[src/rtl/alu_pkg.sv]
`timescale 1ns/1ps
package alu_pkg;
  localparam int unsigned ALU_W_DEF = 8;

  typedef enum logic [1:0] {
    FN_AND = 2'b00,
    FN_OR  = 2'b01,
    FN_ADD = 2'b10,
    FN_SUB = 2'b11
  } alu_fn_e;

  // bit positions inside the function code
  localparam int unsigned FN_LOW_BIT  = 0; // operand invert, carry-in, AND/OR pick
  localparam int unsigned FN_HIGH_BIT = 1; // logic side vs adder
endpackage

[src/rtl/alu_mux2.sv]
`timescale 1ns/1ps
module alu_mux2 #(
  parameter int unsigned W = 8
) (
  input  logic [W-1:0] in0,
  input  logic [W-1:0] in1,
  input  logic         sel,
  output logic [W-1:0] out
);
  always_comb begin
    if (sel) out = in1;
    else     out = in0;
  end
endmodule

[src/rtl/alu_fa_cell.sv]
`timescale 1ns/1ps
module alu_fa_cell (
  input  logic x,
  input  logic y,
  input  logic ci,
  output logic s,
  output logic co
);
  logic p;
  always_comb begin
    p  = x ^ y;
    s  = p ^ ci;
    co = (x & y) | (p & ci);
  end
endmodule

[src/rtl/alu_ripple_adder.sv]
`timescale 1ns/1ps
module alu_ripple_adder #(
  parameter int unsigned W = 8
) (
  input  logic [W-1:0] x,
  input  logic [W-1:0] y,
  input  logic         cin,
  output logic [W-1:0] sum
);
  localparam int unsigned TOP = W - 1;

  // carry into each bit; the carry out of the top bit is never formed
  logic [TOP:0] cy;
  assign cy[0] = cin;

  for (genvar i = 0; i < W; i++) begin : g_bit
    if (i < TOP) begin : g_cell
      alu_fa_cell u_fa (
        .x  (x[i]),
        .y  (y[i]),
        .ci (cy[i]),
        .s  (sum[i]),
        .co (cy[i+1])
      );
    end else begin : g_top
      assign sum[i] = x[i] ^ y[i] ^ cy[i];
    end
  end
endmodule

[src/rtl/shared_adder_alu.sv]
`timescale 1ns/1ps
module shared_adder_alu #(
  parameter int unsigned W = alu_pkg::ALU_W_DEF
) (
  input  logic [W-1:0] opa,
  input  logic [W-1:0] opb,
  input  logic [1:0]   fsel,
  output logic [W-1:0] res
);
  import alu_pkg::*;

  logic          sub_en;
  logic          arith_pick;
  logic [W-1:0]  opb_n;
  logic [W-1:0]  adder_y;
  logic [W-1:0]  adder_s;
  logic [W-1:0]  and_r;
  logic [W-1:0]  or_r;
  logic [W-1:0]  logic_r;

  assign sub_en     = fsel[FN_LOW_BIT];
  assign arith_pick = fsel[FN_HIGH_BIT];
  assign opb_n      = ~opb;
  assign and_r      = opa & opb;
  assign or_r       = opa | opb;

  // second adder operand: B or its complement
  alu_mux2 #(.W(W)) u_mux_opb (
    .in0 (opb),
    .in1 (opb_n),
    .sel (sub_en),
    .out (adder_y)
  );

  // shared adder, carry-in supplies the +1 of negation
  alu_ripple_adder #(.W(W)) u_adder (
    .x   (opa),
    .y   (adder_y),
    .cin (sub_en),
    .sum (adder_s)
  );

  // logic side: AND or OR
  alu_mux2 #(.W(W)) u_mux_logic (
    .in0 (and_r),
    .in1 (or_r),
    .sel (sub_en),
    .out (logic_r)
  );

  // final pick
  alu_mux2 #(.W(W)) u_mux_out (
    .in0 (logic_r),
    .in1 (adder_s),
    .sel (arith_pick),
    .out (res)
  );
endmodule

[config.mk]
export PLATFORM = sky130hd
export DESIGN_NAME = shared_adder_alu
export DESIGN_NICKNAME = d
export VERILOG_FILES = /design/src/rtl/alu_pkg.sv /design/src/rtl/alu_mux2.sv /design/src/rtl/alu_fa_cell.sv /design/src/rtl/alu_ripple_adder.sv /design/src/rtl/shared_adder_alu.sv
export SDC_FILE = /design/constraint.sdc
export NUM_CORES = 1
export LEC_CHECK = 0
export BUFFER_PORTS_ARGS = -buffer_cell sky130_fd_sc_hd__buf_4
export CAP_MARGIN = 20
export CORE_ASPECT_RATIO = 1.25
export CORE_UTILIZATION = 38
export DETAILED_ROUTE_END_ITERATION = 12
export SYNTH_ARGS = -nofsm -noshare
export SYNTH_HDL_FRONTEND = slang
export SYNTH_HIERARCHICAL = 1
export SYNTH_SLANG_ARGS = --single-unit
[constraint.sdc]
create_clock -name vclk -period 19.49
set_clock_uncertainty 0.1 [all_clocks]
set_input_delay 4.8725 -clock vclk [all_inputs]
set_output_delay 4.8725 -clock vclk [all_outputs]
set_load 0.02 [all_outputs]
==> results.py <==
metrics = {
    "yosys": {
        "postSynthNetCount": 84,
        "sequential_to_total_area_share_from_yosys_stat_pct": 0,
        "mapped_avg_cell_area_um2": 11.8,
        "netlist_top_cells_area": "mux2_4 (52%), fa_1 (20%), and2_2 (8.6%), or2_1 (7.2%), buf_6 (4.8%)",
        "syn-instance-count": 59,
        "netlist_area_before_placement_um2": 698,
        "top_cell_type_s_share_of_synthesized_area_pct": 51.6,
        "number_of_distinct_library_cell_variants_in_the_gate_level_netlist_after_synthesis": 7,
        "post_synth_most_frequent_cells": "mux2_4 (24), and2_2 (8), inv_1 (8), or2_1 (8), fa_1 (7)",
        "synth_largest_area_cell": "mux2_4",
        "yosysWarningCount": 6,
        "post-synth-top-count-cell": "mux2_4",
    },
    "routing": {
        "num_vias": 473,
        "firstDrtPassIters": 4,
        "drc": 0,
        "ant_nets": 0,
        "routed_wirelength_mm": 1.04,
        "detail_route.wl_per_cell_um": 10.4,
        "vias_per_cell": 4.73,
        "drt_iter0_drc": 2,
    },
    "sta": {
        "max_freq_mhz": 72.2,
        "setup-tns-final_ns": 0,
        "grt_setup_unrepaired": "false",
        "finalCritPeriodShare_pct": 71.1,
        "final_period_minus_worst_setup_slack_ns": 13.86,
        "finalHoldViolCount": 0,
        "slew_headroom_pct": 80.1,
        "transition_at_the_pin_with_the_smallest_max_transition_slack_ns": 0.298,
        "finalWorstSetupSlack_ns": 5.63,
        "finalSetupViolations": 0,
        "report.final.slew_viol_count": 0,
    },
    "global_route": {
        "gr-usage-met2_pct": 26.2,
        "busiest_layer_in_global_routing": "met2",
        "groute.layer.met1.usage_pct": 13.8,
        "grt.overflow.total": 0,
        "grt_first_pass_wirelength_mm": 1.95,
        "initial_antenna_violation_count": 0,
        "grt_overall_usage_pct": 12.7,
        "grt_max_degree": 18,
        "use_met3_pct": 0,
        "number_of_global_route_vias_before_repair": 523,
    },
    "setup_path": {
        "worstSetupPathDepth": 12,
        "timing_worst_setup_path_type": "input pin to output port",
        "critPathTopFamily": "adder cells",
        "critical-path-max-stage-delay_ns": 0.44,
        "cp.buffers_inverters": 2,
        "critPathSlowestCell": "fa_1",
        "cp-start-kind": "input pin",
        "end_kind": "output port",
        "crit_path_frequent_cell": "fa_1",
        "critPathRequiredTime_ns": 14.52,
        "critical_path.cell_chain": "buf_4 > mux2_4 > fa_1 > fa_1 > fa_1 > fa_1 > fa_1 > fa_1 > fa_1 > xor3_1 > mux2_4 > buf_4",
        "arrival_ns": 8.89,
        "cp_max_fo": 17,
    },
    "layout": {
        "synthToLayoutAreaGrowth_pct": 26.3,
        "diodes": 0,
        "drive_gt1_share_pct": 70.7,
        "design.final.nets": 109,
        "num-clock-buffers": 0,
        "n_sequential_cell": 0,
        "sequential_cell_area_um2": 0,
    },
    "placed_design": {
        "place.port_buffers": 26,
        "finalWeightedCongestion": 0.628,
        "post-place-ws_ns": 5.61,
        "hpwlAfterDp_um": 889,
    },
    "worst_hold_path": {
        "hold_end": "res[0]",
        "worst_hold_path.num_cells": 3,
        "worstHoldStart": "fsel[1]",
        "hold_path_class": "input pin to output port",
    },
    "pwr": {
        "power.total_w": 0.0000302,
        "static-leakage-power_nw": 0.473,
        "peakVddDrop_uv": 12.9,
        "power.density_mw_per_mm2": 34.2,
    },
    "floorplanning": {
        "die_x_um": 40.3,
        "floorplan.rows": 16,
        "pin_count": 26,
        "fp.dieArea_mm2": 0.00201,
        "core_area_mm2": 0.00164,
        "chipHeight_um": 49.9,
        "start_util_pct": 42.5,
    },
    "clocking": {
        "cts-resized-gates": 0,
        "postCtsSetupBuffers": 0,
        "post_cts_hold_buffer_count": 0,
    },
    "outcome": {
        "status": "finished, final reports clean",
    },
    "job": {
        "drv.max_cap_violation_count": 0,
    },
}
## power breakdown
group	leakage, nW	total, W	switching [W]	internal (W)
logic	0.473	0.0000302	0.0000121	0.0000181
clock network	0	0	0	0
registers	0	0	0	0
## worst max-delay path by stage
stage	startpoint	end
2_1_floorplan	fsel[0]	res[7]
3_3_place_gp	fsel[0]	res[7]
3_5_place_dp	fsel[0]	res[7]
4_1_cts	fsel[0]	res[7]
5_1_grt	fsel[0]	res[7]
6_report	fsel[0]	res[7]
## logic make-up (layout without fill, tap and decap cells)
group | count (synthesis) | after routing | share of synthesized area (%)
adders and majority gates | 7 | 7 | 20.1
muxes | 24 | 24 | 51.6
buffers and inverters | 11 | 34 | 9.14
and+or+nand+nor | 16 | 16 | 15.8
xor gates and xnor gates | 1 | 1 | 3.40
## routing by layer
metal / vias to the layer above / share of wire, %
met2: 16 / 54
met3: 0 / 5.7
li1: 238 / -
met1: 219 / 40
met4: 0 / 0
met5: - / 0
## final cells by class
| class | instances | area [µm²] |
|---|---|---|
| well taps | 18 | 22.5 |
| repair buffers | 26 | 195 |
| fillers | 151 | 759 |
| multi-input cells | 48 | 634 |
| inverters | 8 | 30.0 |
## stage by stage
stage / hold WS [ns] / util (%) / cells / area [µm²]
floorplan: 9.95 / - / 59 / 698
global placement: 10.13 / 53.7 / 100 / 882
detailed placement: 10.13 / 53.7 / 100 / 882
CTS: 10.13 / 53.7 / 100 / 882
global route: 10.14 / 53.7 / 100 / 882
finish: 10.12 / 53.7 / 100 / 882
## placed cells by master (no fill, tap or decap), drive strengths merged
| cell | netlist | layout |
|---|---|---|
| and2 | 8 | 8 |
| or2 | 8 | 8 |
| xor3 | 1 | 1 |
| buf | 3 | 26 |
| fa | 7 | 7 |
| inv | 8 | 8 |
| mux2 | 24 | 24 |
(Power assumes the default switching activity.)
